**src/rtl/adcScanPkg.sv**
```systemverilog
package adcScanPkg;
  localparam int DATA_W   = 12;
  localparam int TAG_W    = 4;
  localparam int ENTRY_W  = TAG_W + DATA_W;
  localparam int MAX_SHIFT = 5;
  localparam logic [TAG_W-1:0] TEMP_TAG = 4'hF;

  typedef enum logic [2:0] {
    ST_IDLE, ST_WAKE, ST_PICK, ST_START, ST_WAIT, ST_WRITE, ST_DONE
  } seqState_t;

  typedef struct packed {
    logic             accClear;
    logic             accAdd;
    logic             push;
    logic [TAG_W-1:0] tag;
    logic [2:0]       shift;
  } seqStrobes_t;

  function automatic logic [2:0] avgShiftOf(input logic [2:0] code);
    case (code)
      3'd1:    return 3'd2;
      3'd2:    return 3'd3;
      3'd3:    return 3'd4;
      3'd4:    return 3'd5;
      default: return 3'd0;
    endcase
  endfunction
endpackage

```
**src/rtl/adcScanCtrl.sv**
```systemverilog
module adcScanCtrl
  import adcScanPkg::*;
#(
  parameter int CHANS       = 16,
  parameter int WAKE_CYCLES = 4
) (
  input  logic              clk,
  input  logic              rstN,
  input  logic              cmdValid,
  input  logic [CHANS-1:0]  cmdChanMask,
  input  logic              cmdTempReq,
  input  logic [2:0]        cmdAvgSel,
  input  logic              csN,
  input  logic              adcDone,
  output logic              adcPowerUp,
  output logic              adcStart,
  output logic              adcTempSel,
  output logic [TAG_W-1:0]  muxSel,
  output logic              eocN,
  output seqStrobes_t       strb
);
  localparam int CHAN_W = (CHANS > 1) ? $clog2(CHANS) : 1;
  localparam int WAKE_W = (WAKE_CYCLES > 1) ? $clog2(WAKE_CYCLES) + 1 : 1;

  seqState_t          state;
  logic [CHANS-1:0]   remMask;
  logic               tempPending;
  logic [2:0]         avgShift;
  logic [2:0]         curShift;
  logic [TAG_W-1:0]   curTag;
  logic [CHAN_W-1:0]  curChan;
  logic [5:0]         sampleCnt;
  logic [WAKE_W-1:0]  wakeCnt;
  logic               tempSelReg;
  logic [TAG_W-1:0]   muxReg;
  logic               eocReg;

  // lowest set channel among those still pending
  logic               chanFound;
  logic [CHAN_W-1:0]  chanIdx;
  always_comb begin
    chanFound = 1'b0;
    chanIdx   = '0;
    for (int i = CHANS - 1; i >= 0; i--) begin
      if (remMask[i]) begin
        chanFound = 1'b1;
        chanIdx   = CHAN_W'(i);
      end
    end
  end

  logic lastSample;
  assign lastSample = (sampleCnt == ((6'd1 << curShift) - 6'd1));

  always_ff @(posedge clk or negedge rstN) begin
    if (!rstN) begin
      state       <= ST_IDLE;
      remMask     <= '0;
      tempPending <= 1'b0;
      avgShift    <= '0;
      curShift    <= '0;
      curTag      <= '0;
      curChan     <= '0;
      sampleCnt   <= '0;
      wakeCnt     <= '0;
      tempSelReg  <= 1'b0;
      muxReg      <= '0;
    end else begin
      case (state)
        ST_IDLE: begin
          if (cmdValid) begin
            remMask     <= cmdChanMask;
            tempPending <= cmdTempReq;
            avgShift    <= avgShiftOf(cmdAvgSel);
            wakeCnt     <= '0;
            state       <= (cmdChanMask == '0 && !cmdTempReq) ? ST_DONE : ST_WAKE;
          end
        end
        ST_WAKE: begin
          if (wakeCnt == WAKE_W'(WAKE_CYCLES - 1)) state <= ST_PICK;
          else wakeCnt <= wakeCnt + 1'b1;
        end
        ST_PICK: begin
          sampleCnt <= '0;
          if (tempPending) begin
            curTag     <= TEMP_TAG;
            curShift   <= '0;
            tempSelReg <= 1'b1;
            state      <= ST_START;
          end else if (chanFound) begin
            curTag     <= TAG_W'(chanIdx);
            curChan    <= chanIdx;
            muxReg     <= TAG_W'(chanIdx);
            curShift   <= avgShift;
            tempSelReg <= 1'b0;
            state      <= ST_START;
          end else begin
            state <= ST_DONE;
          end
        end
        ST_START: state <= ST_WAIT;
        ST_WAIT: begin
          if (adcDone) begin
            if (lastSample) state <= ST_WRITE;
            else begin
              sampleCnt <= sampleCnt + 6'd1;
              state     <= ST_START;
            end
          end
        end
        ST_WRITE: begin
          if (tempSelReg) tempPending <= 1'b0;
          else remMask[curChan] <= 1'b0;
          tempSelReg <= 1'b0;
          state      <= ST_PICK;
        end
        ST_DONE: state <= ST_IDLE;
        default: state <= ST_IDLE;
      endcase
    end
  end

  always_ff @(posedge clk or negedge rstN) begin
    if (!rstN) eocReg <= 1'b1;
    else if (state == ST_DONE) eocReg <= 1'b0;
    else if (!csN) eocReg <= 1'b1;
  end

  always_comb begin
    strb.accClear = (state == ST_PICK);
    strb.accAdd   = (state == ST_WAIT) && adcDone;
    strb.push     = (state == ST_WRITE);
    strb.tag      = curTag;
    strb.shift    = curShift;
  end

  assign adcStart   = (state == ST_START);
  assign adcPowerUp = (state != ST_IDLE) && (state != ST_DONE);
  assign adcTempSel = tempSelReg;
  assign muxSel     = muxReg;
  assign eocN       = eocReg;


  start_power_chk: assert property (@(posedge clk) disable iff (!rstN)
    adcStart |-> adcPowerUp);

  eoc_hold_chk: assert property (@(posedge clk) disable iff (!rstN)
    (!eocN && csN) |=> !eocN);

  power_down_chk: assert property (@(posedge clk) disable iff (!rstN)
    $fell(eocN) |-> !adcPowerUp);

  temp_single_chk: assert property (@(posedge clk) disable iff (!rstN)
    (adcTempSel && strb.accAdd) |=> strb.push);
endmodule

```
**src/rtl/adcScanData.sv**
```systemverilog
module adcScanData
  import adcScanPkg::*;
#(
  parameter int FIFO_DEPTH = 32
) (
  input  logic               clk,
  input  logic               rstN,
  input  seqStrobes_t        strb,
  input  logic [DATA_W-1:0]  adcData,
  input  logic               fifoRdEn,
  output logic [ENTRY_W-1:0] fifoRdData,
  output logic               fifoEmpty,
  output logic               fifoOverflow
);
  localparam int ACC_W = DATA_W + MAX_SHIFT;
  localparam int PTR_W = (FIFO_DEPTH > 1) ? $clog2(FIFO_DEPTH) : 1;
  localparam int CNT_W = $clog2(FIFO_DEPTH + 1);

  logic [ACC_W-1:0]   acc;
  logic [ENTRY_W-1:0] mem [FIFO_DEPTH];
  logic [PTR_W-1:0]   wrPtr, rdPtr;
  logic [CNT_W-1:0]   count;
  logic               full, doWrite, doRead;
  logic [ACC_W-1:0]   avgWide;
  logic [ENTRY_W-1:0] pushWord;

  always_ff @(posedge clk or negedge rstN) begin
    if (!rstN) acc <= '0;
    else if (strb.accClear) acc <= '0;
    else if (strb.accAdd) acc <= acc + ACC_W'(adcData);
  end

  assign avgWide  = acc >> strb.shift;
  assign pushWord = {strb.tag, avgWide[DATA_W-1:0]};

  assign full    = (count == CNT_W'(FIFO_DEPTH));
  assign doWrite = strb.push && !full;
  assign doRead  = fifoRdEn && (count != '0);

  always_ff @(posedge clk) begin
    if (doWrite) mem[wrPtr] <= pushWord;
  end

  always_ff @(posedge clk or negedge rstN) begin
    if (!rstN) begin
      wrPtr        <= '0;
      rdPtr        <= '0;
      count        <= '0;
      fifoOverflow <= 1'b0;
    end else begin
      if (doWrite) wrPtr <= (wrPtr == PTR_W'(FIFO_DEPTH - 1)) ? '0 : wrPtr + 1'b1;
      if (doRead)  rdPtr <= (rdPtr == PTR_W'(FIFO_DEPTH - 1)) ? '0 : rdPtr + 1'b1;
      count <= count + CNT_W'(doWrite) - CNT_W'(doRead);
      if (strb.push && full) fifoOverflow <= 1'b1;
    end
  end

  assign fifoRdData = mem[rdPtr];
  assign fifoEmpty  = (count == '0);


  full_drop_chk: assert property (@(posedge clk) disable iff (!rstN)
    (strb.push && full && !fifoRdEn) |=> (count == CNT_W'(FIFO_DEPTH)));

  overflow_sticky_chk: assert property (@(posedge clk) disable iff (!rstN)
    fifoOverflow |=> fifoOverflow);

  empty_read_chk: assert property (@(posedge clk) disable iff (!rstN)
    (fifoEmpty && fifoRdEn && !strb.push) |=> fifoEmpty);
endmodule

```
**src/rtl/adcScanSeq.sv**
```systemverilog
module adcScanSeq
  import adcScanPkg::*;
#(
  parameter int CHANS       = 16,
  parameter int WAKE_CYCLES = 4,
  parameter int FIFO_DEPTH  = 32
) (
  input  logic               clk,
  input  logic               rstN,
  input  logic               cmdValid,
  input  logic [CHANS-1:0]   cmdChanMask,
  input  logic               cmdTempReq,
  input  logic [2:0]         cmdAvgSel,
  input  logic               csN,
  input  logic               adcDone,
  input  logic [DATA_W-1:0]  adcData,
  output logic               adcPowerUp,
  output logic               adcStart,
  output logic               adcTempSel,
  output logic [TAG_W-1:0]   muxSel,
  output logic               eocN,
  input  logic               fifoRdEn,
  output logic [ENTRY_W-1:0] fifoRdData,
  output logic               fifoEmpty,
  output logic               fifoOverflow
);
  seqStrobes_t strb;

  adcScanCtrl #(.CHANS(CHANS), .WAKE_CYCLES(WAKE_CYCLES)) ctrl_i (
    .clk(clk), .rstN(rstN), .cmdValid(cmdValid), .cmdChanMask(cmdChanMask),
    .cmdTempReq(cmdTempReq), .cmdAvgSel(cmdAvgSel), .csN(csN), .adcDone(adcDone),
    .adcPowerUp(adcPowerUp), .adcStart(adcStart), .adcTempSel(adcTempSel),
    .muxSel(muxSel), .eocN(eocN), .strb(strb)
  );

  adcScanData #(.FIFO_DEPTH(FIFO_DEPTH)) data_i (
    .clk(clk), .rstN(rstN), .strb(strb), .adcData(adcData), .fifoRdEn(fifoRdEn),
    .fifoRdData(fifoRdData), .fifoEmpty(fifoEmpty), .fifoOverflow(fifoOverflow)
  );
endmodule

```
**config.mk**
```make
export PLATFORM = sky130hd
export DESIGN_NAME = adcScanSeq
export DESIGN_NICKNAME = d
export VERILOG_FILES = /design/src/rtl/adcScanPkg.sv /design/src/rtl/adcScanCtrl.sv /design/src/rtl/adcScanData.sv /design/src/rtl/adcScanSeq.sv
export SDC_FILE = /design/constraint.sdc
export NUM_CORES = 1
export LEC_CHECK = 0
export ABC_AREA = 1
export ABC_CLOCK_PERIOD_IN_PS = 7800
export BUFFER_PORTS_ARGS = -buffer_cell sky130_fd_sc_hd__buf_2
export CAP_MARGIN = 25
export CELL_PAD_IN_SITES_DETAIL_PLACEMENT = 0
export CELL_PAD_IN_SITES_GLOBAL_PLACEMENT = 1
export CORE_MARGIN = 4
export CORE_UTILIZATION = 50
export CTS_CLUSTER_DIAMETER = 100
export DETAILED_ROUTE_END_ITERATION = 8
export PLACE_DENSITY_LB_ADDON = 0.2
export RECOVER_POWER = 50
export REMOVE_ABC_BUFFERS = 1
export SYNTH_ARGS = -nofsm -noshare
export SYNTH_HDL_FRONTEND = slang
export SYNTH_SLANG_ARGS = --single-unit
```
**constraint.sdc**
```tcl
create_clock -name clk -period 7.8 [get_ports clk]
set_clock_uncertainty 0.15 [all_clocks]
set_input_delay 1.17 -clock clk [delete_from_list [all_inputs] [get_ports clk]]
set_output_delay 1.17 -clock clk [all_outputs]
set_load 0.1 [all_outputs]
```
Yosys cells after proc, flatten, opt, wreduce, memory -nomap -nowiden
Memories as Yosys holds them, arrays and structs flattened.
Index checks and enable logic that the tools add are counted.
- logic and storage cells: 156
- memories: 1
- bits of input ports: 38
- bits in registers: 79
- output and inout port bits: 26
- bits in writable memories: 512
- memories (name ; words ; width ; rd ports ; clocked after memory_dff ; wr ports ; line ; RTL):
    data_i.mem ; 32 ; 16 ; 1 ; 0 ; 1 ; adcScanData.sv:20 ; logic [ENTRY_W-1:0] mem [FIFO_DEPTH];
- bitwise operators: 3
- magnitude comparators: 2
- $add $sub $neg: 8
- shift operators: 2
- mux-type cells: 70
- reduce and logical (&&, ||, !) cells: 29
- eq/ne operators: 25
- operators with widths (kind ; count):
    4-bit 2-to-1 mux ; 18
    17-bit 2-to-1 mux ; 2
    3-bit 2-to-1 mux ; 11
    16-bit 2-to-1 mux ; 2
    16-bit case mux with 2 select lines ; 1
    1-bit 2-to-1 mux ; 25
    3-bit case mux with 6 select lines ; 1
    3-bit AND reduction ; 6
    17-bit by 12-bit adder with 17-bit output ; 1
    17-bit by 3-bit >> shifter with 12-bit output ; 1
    16-bit AND ; 1
    16-bit zero test ; 1
    16-bit NOT ; 1
    3-bit by 2-bit equality test with 1-bit output, second input constant ; 5
    3-bit equality test, second input constant ; 4
    6-bit 2-to-1 mux ; 2
    2-bit inequality test, second input constant ; 6
    3-bit case mux with 4 select lines ; 1
    6-bit case mux with 2 select lines ; 1
    2-bit nonzero test ; 6
    5-bit by 1-bit adder with 5-bit output, second input constant ; 2
    5-bit equality test, second input constant ; 2
    5-bit 2-to-1 mux ; 2
    1-bit logical AND ; 7
    23 further kinds ; 30

Logic depth before layout (Yosys ltp)
Gate-level depths: netlist of run 1.
- word-level depth: 19
- gate-level depth with buffers: 17
- mapped depth without buffers: 17

Modules after synthesis
A second synthesis of run 1 with hierarchy kept.
- cells, all modules: 2488
- area total of the unflattened synthesis: 26404.1 µm²
- by module, submodules not included (module ; area each (µm²) ; cells an instance ; times used ; seq. area each (µm²)):
    adcScanData ; 23761.5 ; 2160 ; 1 ; 16225.6
    adcScanCtrl ; 2642.5 ; 328 ; 1 ; 1127.3

Worst setup path after synthesis of run 1
No wires, ideal clock.
- path kind: flip-flop to output port
- start point: register data_i.rdPtr[0]
- end point: output port fifoRdData[11]
- slack: 2966 ps
- required time: 6480 ps
- cell stages (with the launch flop): 9
- arrival: 3514 ps
- buffers on the path: 3
- cell sequence: dfrtp_1 -> inv_1 -> buf_2 -> buf_4 -> buf_2 -> nor2_1 -> o22ai_1 -> a21oi_1 -> o31ai_1
- word-level cells in the longest chain between the ends: 1
- RTL lines (element ; line ; RTL):
    start: declaration ; adcScanData.sv:21 ; logic [PTR_W-1:0] wrPtr, rdPtr;
    start signal: assignment ; adcScanData.sv:52 ; if (doRead) rdPtr <= (rdPtr == PTR_W'(FIFO_DEPTH - 1)) ? '0 : rdPtr + 1'b1;
    memory 32 x 16 bit ; -- ;
    end: declaration ; adcScanSeq.sv:23 ; output logic [ENTRY_W-1:0] fifoRdData,
No other way between the ends.

Final worst setup path of run 1
- start point: register data_i.rdPtr[1]
- end point: output port fifoRdData[11]
Same word-level chain as after synthesis.

==> results of run 1 <==
[metal layers]
layer | vias to the layer above | GRT usage, % | routed length (um)
li1 | 8071 | - | -
met4 | 0 | 6.07 | 1350
met2 | 643 | 40.4 | 31900
met1 | 8569 | 33.6 | 27400
met5 | - | 0 | 0
met3 | 98 | 4.04 | 5210
[sequential cells by signal, summed over array words and instances (netlist names), 5 cells and up]
signal	count
data_i.acc	17
data_i.rdPtr	5
ctrl_i.sampleCnt	6
data_i.mem	512
ctrl_i.remMask	16
data_i.wrPtr	5
data_i.count	6
[worst min-delay path by stage]
stage                                   start                        endpoint  depth (start not counted)
6_report              ctrl_i.eocN$_DFFE_PN1P_         ctrl_i.eocN$_DFFE_PN1P_                          2
3_5_place_dp          ctrl_i.eocN$_DFFE_PN1P_         ctrl_i.eocN$_DFFE_PN1P_                          2
2_1_floorplan  ctrl_i.remMask[15]$_DFFE_PN0P_  ctrl_i.remMask[15]$_DFFE_PN0P_                          2
3_3_place_gp          ctrl_i.eocN$_DFFE_PN1P_         ctrl_i.eocN$_DFFE_PN1P_                          2
5_1_grt               ctrl_i.eocN$_DFFE_PN1P_         ctrl_i.eocN$_DFFE_PN1P_                          2
4_1_cts                                  rstN   ctrl_i.curChan[2]$_DFFE_PN0P_                          1
[cell families after synthesis]
kind of cell / Yosys count
AOI/OAI and AO/OA: 651
xor gates and xnor gates: 19
adders and majority gates: 34
buffers and inverters: 247
DFF: 591
muxes: 3
and+or+nand+nor: 665
[where the power goes]
| group | total, W | internal [W] | switching [W] |
|---|---|---|---|
| Combinational | 0.00446 | 0.00100 | 0.00345 |
| Clock | 0.00281 | 0.00162 | 0.00119 |
| Sequential | 0.00440 | 0.00414 | 0.000261 |
[per-stage QoR]
stage                     worst slack, ns  util, %  power (W)  instance area [um^2]
after floorplan                     -3.58        -    0.00746                 24700
after global placement               2.86     52.7    0.00885                 26400
after detailed placement             2.82     52.7    0.00892                 26400
after CTS                            2.16     56.5     0.0117                 28300
after global routing                 1.46     56.4     0.0123                 28200
final                                2.16     56.4     0.0117                 28200
[worst max-delay path, delay by kind of cell (launching register included)]
kind                   cells  cell delay (ns)
AO/OA/AOI/OAI              5             0.97
buffers and inverters      3             1.85
flip-flops                 1             0.74
AND/OR/NAND/NOR            1             0.09
[final cells by class]
cell class | count | area, um^2 | area share [%]
repair buffers | 120 | 676 | 2.39
clock buffers | 80 | 1630 | 5.77
clock inverters | 31 | 295 | 1.05
well taps | 672 | 841 | 2.98
inverters | 126 | 480 | 1.70
multi-input cells | 1372 | 6930 | 24.6
flip-flops and latches | 591 | 17400 | 61.5
[placed cells by master, fill, tap and decap left out, types with 16 or more instances in the layout]
| cell | netlist | routed |
|---|---|---|
| buf_2 | 34 | 62 |
| o21ai_1 | 21 | 18 |
| nand3_1 | 46 | 46 |
| o22ai_1 | 158 | 158 |
| clkbuf_1 | 72 | 38 |
| nand2_1 | 214 | 215 |
| o21ai_0 | 362 | 359 |
| buf_4 | 2 | 35 |
| clkinv_1 | 3 | 16 |
| clkbuf_16 | 0 | 61 |
| inv_1 | 110 | 115 |
| ha_1 | 32 | 32 |
| nor2_1 | 368 | 368 |
| edfxtp_1 | 512 | 512 |
| a21oi_1 | 71 | 71 |
| dfrtp_1 | 78 | 75 |
==> metrics.csv, run 1 <==
stage;metric;value;unit
outcome;status;finished with violations;
outcome;violations;max-capacitance violations, max-slew violations;
placement;place_congestion;0.814;
route;drc;0;
grt;antenna_found_initial;0;
worst_setup_path;setup.worst_path.end;fifoRdData[11];
synth;synth_warnings;0;
route;postRouteAntennaNets;0;
worst_setup_path;path_cells;clkinv_2 -> buf_4 -> o21ai_0 -> o22ai_1 -> o21ai_0 -> o22ai_1 -> nand2_1 -> o31ai_1 -> buf_2;
job;cap_viol_max_count;10;
power_and_ir_drop;power_leakage;10.1;nW
synth;synth_top_area_cell;edfxtp_1;
timing;max_slew.worst_pin.slew;3.68;ns
synth;ys_top_cells_by_count;512 x edfxtp_1, 368 x nor2_1, 362 x o21ai_0;
layout;n_fill_cell;4341;
synth;synthSimpleGateAreaFrac;10.6;%
worst_setup_path;crit_fanout;59;
power_and_ir_drop;ir_drop;0.000323;V
placement;dp_hpwl;37200;um
worst_setup_path;r2r_cells;6;
synth;yosysMostFrequentCell;edfxtp_1;
layout;layout-drive-gt1-share;9.40;%
layout;final_nets;2343;
power_and_ir_drop;power_density;414;nW/um^2
timing;finalHoldViolCount;0;
floorplanning;pin_count;64;
worst_setup_path;cp_slowest_cell;clkinv_2;
floorplanning;row_count;82;
timing;holdWs;0.316;ns
timing;post-route-period-util;72.3;%
floorplanning;die_y;233;um
synth;syn_area;25300;um^2
cts;cts_tree;yes;
cts;clkTransAtPathRegs;0.06;ns
synth;synth_top_family_by_area;compound AO/OA/AOI/OAI gates;
synth;synth_top_area_share;60.9;%
synth;muxShareOfSynthArea;0.119;%
route;drt-total-wl;65800;um
route;num_vias;17400;
route;first_pass_iters;5;
synth;synthAdderAreaFrac;1.74;%
floorplanning;core_region_area;50100;um^2
worst_setup_path;cp-startpoint;data_i.rdPtr[1]$_DFFE_PN0P_;
worst_setup_path;crit_path_max_incr_delay;0.87;ns
synth;synth-main-ff-cell;edfxtp_1;
synth;synth_compound_area_share;14.2;%
floorplanning;die_w;233;um
grt;grtUsageTotal;24.3;%
cts;cts.repair.resized;0;
route;viasPerCell;5.81;
worst_setup_path;required;6.48;ns
grt;grt_pass1_wl;100000;um
cts;worstSkewPairLatency;0.63;ns
route;wl_per_cell;22.0;um
worst_hold_path;holdCritPathClass;flop to flop;
floorplanning;dieArea;54200;um^2
synth;ys_seq_elements;591;
layout;diodes;0;
timing;fin_crit;5.64;ns
grt;grt_overflow;0;
placement;numPlacedInstances;2877;
route;drt-initial-drc-count;1609;
synth;syn_area_per_cell;11.4;um^2
synth;seq_area_frac_synth;68.7;%
worst_setup_path;r2r-start;ctrl_i.curShift[0]$_DFFE_PN0P_;
synth;synthXorXnorAreaFrac;0.659;%
floorplanning;start_util;50.4;%
worst_setup_path;worstPathArrival;4.32;ns
worst_setup_path;start_kind;flop;
timing;fmax;0.177;GHz
worst_setup_path;r2r_slack;4.29;ns
cts;postCtsHoldBufs;0;
synth;synth_edf_count;512;
cts;cts_setup_buffers;0;
cts;htreeDepth;2;
grt;first_global_vias;17100;
timing;final_max_slew_viol_count;297;
layout;instances_no_fill;2992;
synth;yosys-top-cells-area;edfxtp_1 61%, dfrtp_1 7.7%, o21ai_0 7.2%;
cts;cts_max_path_buffers;3;
worst_setup_path;r2r_end;data_i.mem[28][4]$_DFFE_PP_;
synth;synth.distinct_cells;52;
cts;clockRootBuffer;clkbuf_16;
cts;cts_sinks;591;
timing;setup_viol;0;
worst_setup_path;cp-end-kind;output pin;
grt;grt_max_degree;186;
layout;area_growth;11.7;%
timing;rsz0062_at_grt;no;
worst_setup_path;path_class;flop to output pin;
timing;relSlewSlack;-145;%
placement;port_buffers;63;
timing;fin_tns_setup;0;ns
synth;async_reset_ff_share;13.4;%
cts;numCtsBuffers;60;
synth;synth_cells;2210;
Power figures use the tool's default switching activity.
==> inputs of run 2 (changes only) <==
Settings changed: ABC_CLOCK_PERIOD_IN_PS 7800 to 5000, CORE_UTILIZATION 50 to 46.
Clock period 7.8 ns to 5 ns, I/O delays scaled along.
==> metrics.csv, run 2 (synthesis results as in run 1) <==
stage;metric;value;unit;change
timing;max_slew.worst_pin.slew;2.71;ns;-0.968 ns
outcome;violations;max-capacitance violations, max-slew violations;;
placement;place_congestion;0.801;;-1.6%
worst_setup_path;r2r-start;ctrl_i.curShift[0]$_DFFE_PN0P_;;
power_and_ir_drop;power_leakage;10.3;nW;+1.2%
worst_setup_path;cp-end-kind;output pin;;
route;postRouteAntennaNets;0;;unchanged
timing;relSlewSlack;-80.8;%;+65 points
worst_setup_path;r2r_slack;1.59;ns;-2.70 ns
layout;final_nets;2358;;+0.64%
timing;fin_tns_setup;0;ns;unchanged
worst_hold_path;holdCritPathClass;input pin to flop;;
worst_hold_path;min_from;csN;;
power_and_ir_drop;finalPower;0.0185;W;+58%
cts;worstSkewPairLatency;0.60;ns;-0.03 ns
timing;post-route-period-util;91.3;%;
cts;postCtsHoldBufs;0;;unchanged
worst_setup_path;r2r_end;data_i.mem[24][7]$_DFFE_PP_;;
grt;grt_pass1_wl;101000;um;+0.69%
cts;cts_tree;yes;;
route;drt-initial-drc-count;1475;;-8.3%
worst_hold_path;min_to;ctrl_i.eocN$_DFFE_PN1P_;;
floorplanning;die_w;242;um;+4.1%
grt;grtUsageTotal;22.3;%;-2.0 points
layout;layout_commonest_cell;edfxtp_1;;
timing;final_max_slew_viol_count;224;;-25%
floorplanning;core_region_area;54100;um^2;+8.1%
worst_setup_path;required;4.10;ns;-2.38 ns
route;first_pass_iters;7;;+2
layout;largest_register_ff_count;512;;unchanged
power_and_ir_drop;power_density;648;nW/um^2;+57%
grt;grt_overflow;0;;unchanged
placement;dp_hpwl;37600;um;+1.0%
route;viasPerCell;5.69;;-2.1%
worst_setup_path;worstPathArrival;3.67;ns;-0.65 ns
floorplanning;row_count;85;;+3.7%
timing;rsz0062_at_grt;no;;
floorplanning;pin_count;64;;unchanged
placement;port_buffers;63;;unchanged
cts;cts.repair.resized;0;;unchanged
cts;htreeDepth;3;;+1
cts;cts_sinks;591;;unchanged
cts;numCtsBuffers;66;;+10%
layout;n_fill_cell;4722;;+8.8%
timing;fin_crit;4.57;ns;
route;wl_per_cell;21.6;um;-1.6%
layout;largestRegisters;data_i.mem (512), data_i.acc (17), ctrl_i.remMask (16);;
job;cap_viol_max_count;7;;-3
layout;diodes;0;;unchanged
worst_setup_path;r2r_cells;7;;+1
floorplanning;start_util;46.7;%;-3.8 points
timing;holdWs;0.140;ns;-0.176 ns
timing;fmax;0.219;GHz;
layout;utilization;52.7;%;-3.7 points
grt;first_global_vias;17200;;+0.38%
grt;antenna_found_initial;0;;unchanged
cts;clockRootBuffer;clkbuf_16;;
power_and_ir_drop;ir_drop;0.00131;V;+310%
route;num_vias;17300;;-0.75%
layout;final_cell_mix;512 x edfxtp_1, 363 x nor2_1, 360 x o21ai_0;;
worst_setup_path;crit_fanout;123;;+110%
cts;cts_setup_buffers;0;;unchanged
worst_setup_path;cp-startpoint;data_i.rdPtr[0]$_DFFE_PN0P_;;
outcome;status;finished with violations;;
worst_setup_path;start_kind;flop;;
cts;cts_max_path_buffers;3;;unchanged
worst_setup_path;path_class;flop to output pin;;
layout;layout-drive-gt1-share;9.89;%;+0.49 points
layout;area_growth;13.0;%;
floorplanning;die_y;242;um;+4.1%
cts;clkTransAtPathRegs;0.06;ns;about the same
timing;finalHoldViolCount;0;;unchanged
timing;setup_viol;0;;unchanged
layout;regMostFlops;data_i.mem;;
floorplanning;dieArea;58700;um^2;+8.4%
route;drc;0;;unchanged
route;drt-total-wl;65600;um;-0.33%
grt;grt_max_degree;124;;-33%
worst_hold_path;holdPathStages;2;;unchanged
## run 2: layer usage
metal | vias up | global-route usage (%) | part of all wire (%)
met2 | 600 | 35.8 | 47
met1 | 8434 | 31.5 | 44
met4 | 0 | 6.11 | 2.1
met5 | - | 0 | 0
li1 | 8121 | - | -
met3 | 95 | 4.00 | 6.9
## run 2: worst max-delay path, cell delays in order (launching register included)
cell and delay (ns):
dfrtp_4 0.84, buf_12 0.45, o21ai_0 0.19, o22ai_1 0.19
o21ai_0 0.11, o22ai_1 0.38, nand2_1 0.10, nand2_1 0.18
buf_2 0.46
## run 2: area by class of cell
class / instances / area [um^2] / area share [%]
clock buffers: 81 / 1750 / 6.14
clock inverters: 37 / 305 / 1.07
inverters: 126 / 479 / 1.68
multi-input cells: 1372 / 6920 / 24.3
flip-flops and latches: 591 / 17400 / 60.9
well taps: 696 / 871 / 3.05
repair buffers: 129 / 837 / 2.93
## run 2: through the flow
stage / cell area (um^2) / setup WS [ns] / std cells
floorplan: 24700 / -5.96 / 2089
global placement: 26500 / 1.18 / 2910
detailed placement: 26600 / 1.15 / 2912
CTS: 28600 / 0.496 / 3030
global route: 28500 / 0.247 / 3032
finish: 28500 / 0.434 / 3032
## run 2: how the worst max path moves through the flow
| stage | to | slack (ns) |
|---|---|---|
| 5_1_grt | fifoRdData[12] | 0.25 |
| 4_1_cts | fifoRdData[12] | 0.50 |
| 2_1_floorplan | fifoRdData[3] | -5.96 |
| 3_5_place_dp | fifoRdData[12] | 1.15 |
| 3_3_place_gp | fifoRdData[12] | 1.18 |
| 6_report | fifoRdData[1] | 0.43 |
## run 2: power by group
part / leakage (nW) / internal (W) / total (W) / switching [W]
registers: 5.71 / 0.00646 / 0.00687 / 0.000409
logic: 3.56 / 0.00163 / 0.00699 / 0.00536
clock network: 1.00 / 0.00271 / 0.00463 / 0.00192
total: 10.3 / 0.0108 / 0.0185 / 0.00769
==> inputs of run 3 (changes only) <==
Settings changed: CORE_MARGIN 4 to 8, CORE_UTILIZATION 46 to 48, CTS_BUF_LIST set to sky130_fd_sc_hd__clkbuf_8.
==> metrics.csv, run 3 (synthesis results as in run 1) <==
stage;metric;value;unit;change
outcome;status;finished with violations;;
outcome;violations;max-capacitance violations, max-slew violations;;
grt;grtUsageTotal;22.4;%;+0.12 points
placement;numPlacedInstances;2909;;-0.10%
timing;finalHoldViolCount;0;;unchanged
grt;met2_usage;35.3;%;-0.50 points
cts;htreeDepth;3;;unchanged
timing;fmax;0.218;GHz;-0.38%
layout;utilization;54.0;%;+1.3 points
worst_setup_path;r2r-start;ctrl_i.curShift[0]$_DFFE_PN0P_;;
cts;cts_setup_buffers;0;;unchanged
route;drc;0;;unchanged
timing;post-route-period-util;91.7;%;+0.34 points
timing;max_slew.worst_pin.slew;1.72;ns;-0.992 ns
worst_setup_path;required;4.10;ns;about the same
grt;grt_max_degree;91;;-27%
floorplanning;row_count;84;;-1.2%
grt;first_global_vias;17500;;+1.9%
cts;numCtsBuffers;99;;+50%
cts;clockRootBuffer;clkbuf_8;;
worst_setup_path;cp_slowest_cell;dfrtp_4;;
worst_setup_path;crit_path_max_incr_delay;0.76;ns;-0.08 ns
route;num_vias;17600;;+2.3%
worst_setup_path;setup.worst_path.end;fifoRdData[6];;
layout;final_nets;2398;;+1.7%
timing;rsz0062_at_grt;no;;
layout;final_area;28200;um^2;-1.0%
worst_setup_path;r2r_end;data_i.mem[17][4]$_DFFE_PP_;;
layout;largest_register_ff_count;512;;unchanged
power_and_ir_drop;power_leakage;10.3;nW;+0.39%
grt;busiest_layer;met2;;
job;cap_viol_max_count;10;;+3
layout;n_fill_cell;4589;;-2.8%
timing;relSlewSlack;-14.7;%;+66 points
worst_setup_path;cp-end-kind;output pin;;
layout;area_growth;11.8;%;
worst_setup_path;worstPathArrival;3.68;ns;about the same
grt;use_met3;4.58;%;+0.59 points
power_and_ir_drop;power_density;630;nW/um^2;-2.8%
layout;layout_commonest_cell;edfxtp_1;;
route;first_pass_iters;5;;-2
layout;multi_input_area;6930;um^2;+0.14%
route;viasPerCell;5.71;;+0.29%
placement;dp_hpwl;39300;um;+4.5%
placement;port_buffers;63;;unchanged
timing;setup_ws;0.417;ns;-0.0172 ns
worst_hold_path;holdPathStages;3;;+1
layout;regMostFlops;data_i.mem;;
grt;grt_pass1_wl;104000;um;+2.5%
worst_setup_path;path_class;flop to output pin;;
cts;cts_tree;yes;;
placement;dp_slack;1.16;ns;+0.0137 ns
timing;setup_viol;0;;unchanged
timing;final_max_slew_viol_count;266;;+19%
layout;instances_no_fill;3093;;+2.0%
floorplanning;dieArea;60200;um^2;+2.5%
cts;cts_sinks;591;;unchanged
layout;final_cell_mix;512 x edfxtp_1, 361 x o21ai_0, 360 x nor2_1;;
worst_setup_path;r2r_slack;1.54;ns;-0.05 ns
grt;grt_util_met1;30.9;%;-0.63 points
power_and_ir_drop;ir_drop;0.000545;V;-58%
layout;diodes;0;;unchanged
placement;place_congestion;0.811;;+1.2%
floorplanning;die_w;245;um;+1.3%
cts;cts_max_path_buffers;3;;unchanged
cts;clkTransAtPathRegs;0.06;ns;about the same
worst_setup_path;cp-startpoint;data_i.rdPtr[1]$_DFFE_PN0P_;;
worst_setup_path;start_kind;flop;;
worst_hold_path;holdCritPathClass;input pin to flop;;
floorplanning;core_region_area;52300;um^2;-3.3%
grt;antenna_found_initial;0;;unchanged
floorplanning;die_y;245;um;+1.3%
route;postRouteAntennaNets;0;;unchanged
cts;worstSkewPairLatency;0.68;ns;+0.08 ns
layout;regArea;17400;um^2;unchanged
worst_setup_path;path_cells;clkinv_2 -> buf_4 -> o21ai_0 -> o22ai_1 -> o21ai_0 -> o22ai_1 -> nand2_1 -> o31ai_1 -> buf_2;;
route;wl_per_cell;21.9;um;+1.4%
floorplanning;pin_count;64;;unchanged
layout;largestRegisters;data_i.mem (512), data_i.acc (17), ctrl_i.remMask (16);;
worst_setup_path;crit_fanout;56;;-54%
layout;layout-drive-gt1-share;10.7;%;+0.84 points
placement;place_area;26600;um^2;+0.13%
route;drt-initial-drc-count;1546;;+4.8%
route;drt-total-wl;67900;um;+3.4%
timing;fin_crit;4.58;ns;+0.0172 ns
floorplanning;start_util;48.3;%;+1.6 points
worst_setup_path;r2r_cells;6;;-1
grt;grt_overflow;0;;unchanged
-- run 3: cell type report --
type                            count  area share, %
Clock inverter                     77           1.23
Timing Repair Buffer              136           2.98
Inverter                          126           1.70
Clock buffer                      103           5.02
Tap cell                          688           3.05
Sequential cell                   591           61.5
Multi-Input combinational cell   1372           24.5
-- run 3: stage by stage --
step	power, W	hold WS (ns)	TNS (ns)
floorplan	0.0116	0.304	-99.07
detailed placement	0.0141	0.305	0
finish	0.0178	0.168	0
CTS	0.0179	0.112	0
global route	0.0188	0.139	0
global placement	0.0139	0.303	0
-- run 3: where the power goes --
part           internal, W  switching (W)  total [W]
sequential         0.00645       0.000422    0.00687
combinational      0.00166        0.00542    0.00708
clock              0.00195        0.00189    0.00384
-- run 3: worst min-delay path by stage --
stage,startpoint,endpoint
2_1_floorplan,rstN,ctrl_i.adcTempSel$_DFFE_PN0P_
3_3_place_gp,ctrl_i.eocN$_DFFE_PN1P_,ctrl_i.eocN$_DFFE_PN1P_
3_5_place_dp,ctrl_i.eocN$_DFFE_PN1P_,ctrl_i.eocN$_DFFE_PN1P_
4_1_cts,cmdChanMask[1],ctrl_i.remMask[1]$_DFFE_PN0P_
5_1_grt,cmdChanMask[1],ctrl_i.remMask[1]$_DFFE_PN0P_
6_report,cmdChanMask[2],ctrl_i.remMask[2]$_DFFE_PN0P_
-- run 3: metal layers --
metal  vias up  wire length, um
met4         0             1870
met1      8660            29400
met3       129             4990
li1       8208                -
met2       651            31600
met5         -                0
-- run 3: critical path: cells and delay by family, from the launching register on --
family,cells,cell delay [ns]
AOI/OAI and AO/OA,5,0.90
DFF,1,0.76
and+or+nand+nor,1,0.10
buffers and inverters,3,1.20
-- run 3: repair_timing --
item | in CTS | in global routing
hold endpoints to repair | 25 | 0
hold buffers | 2 | 0
gates resized for setup | 0 | 0
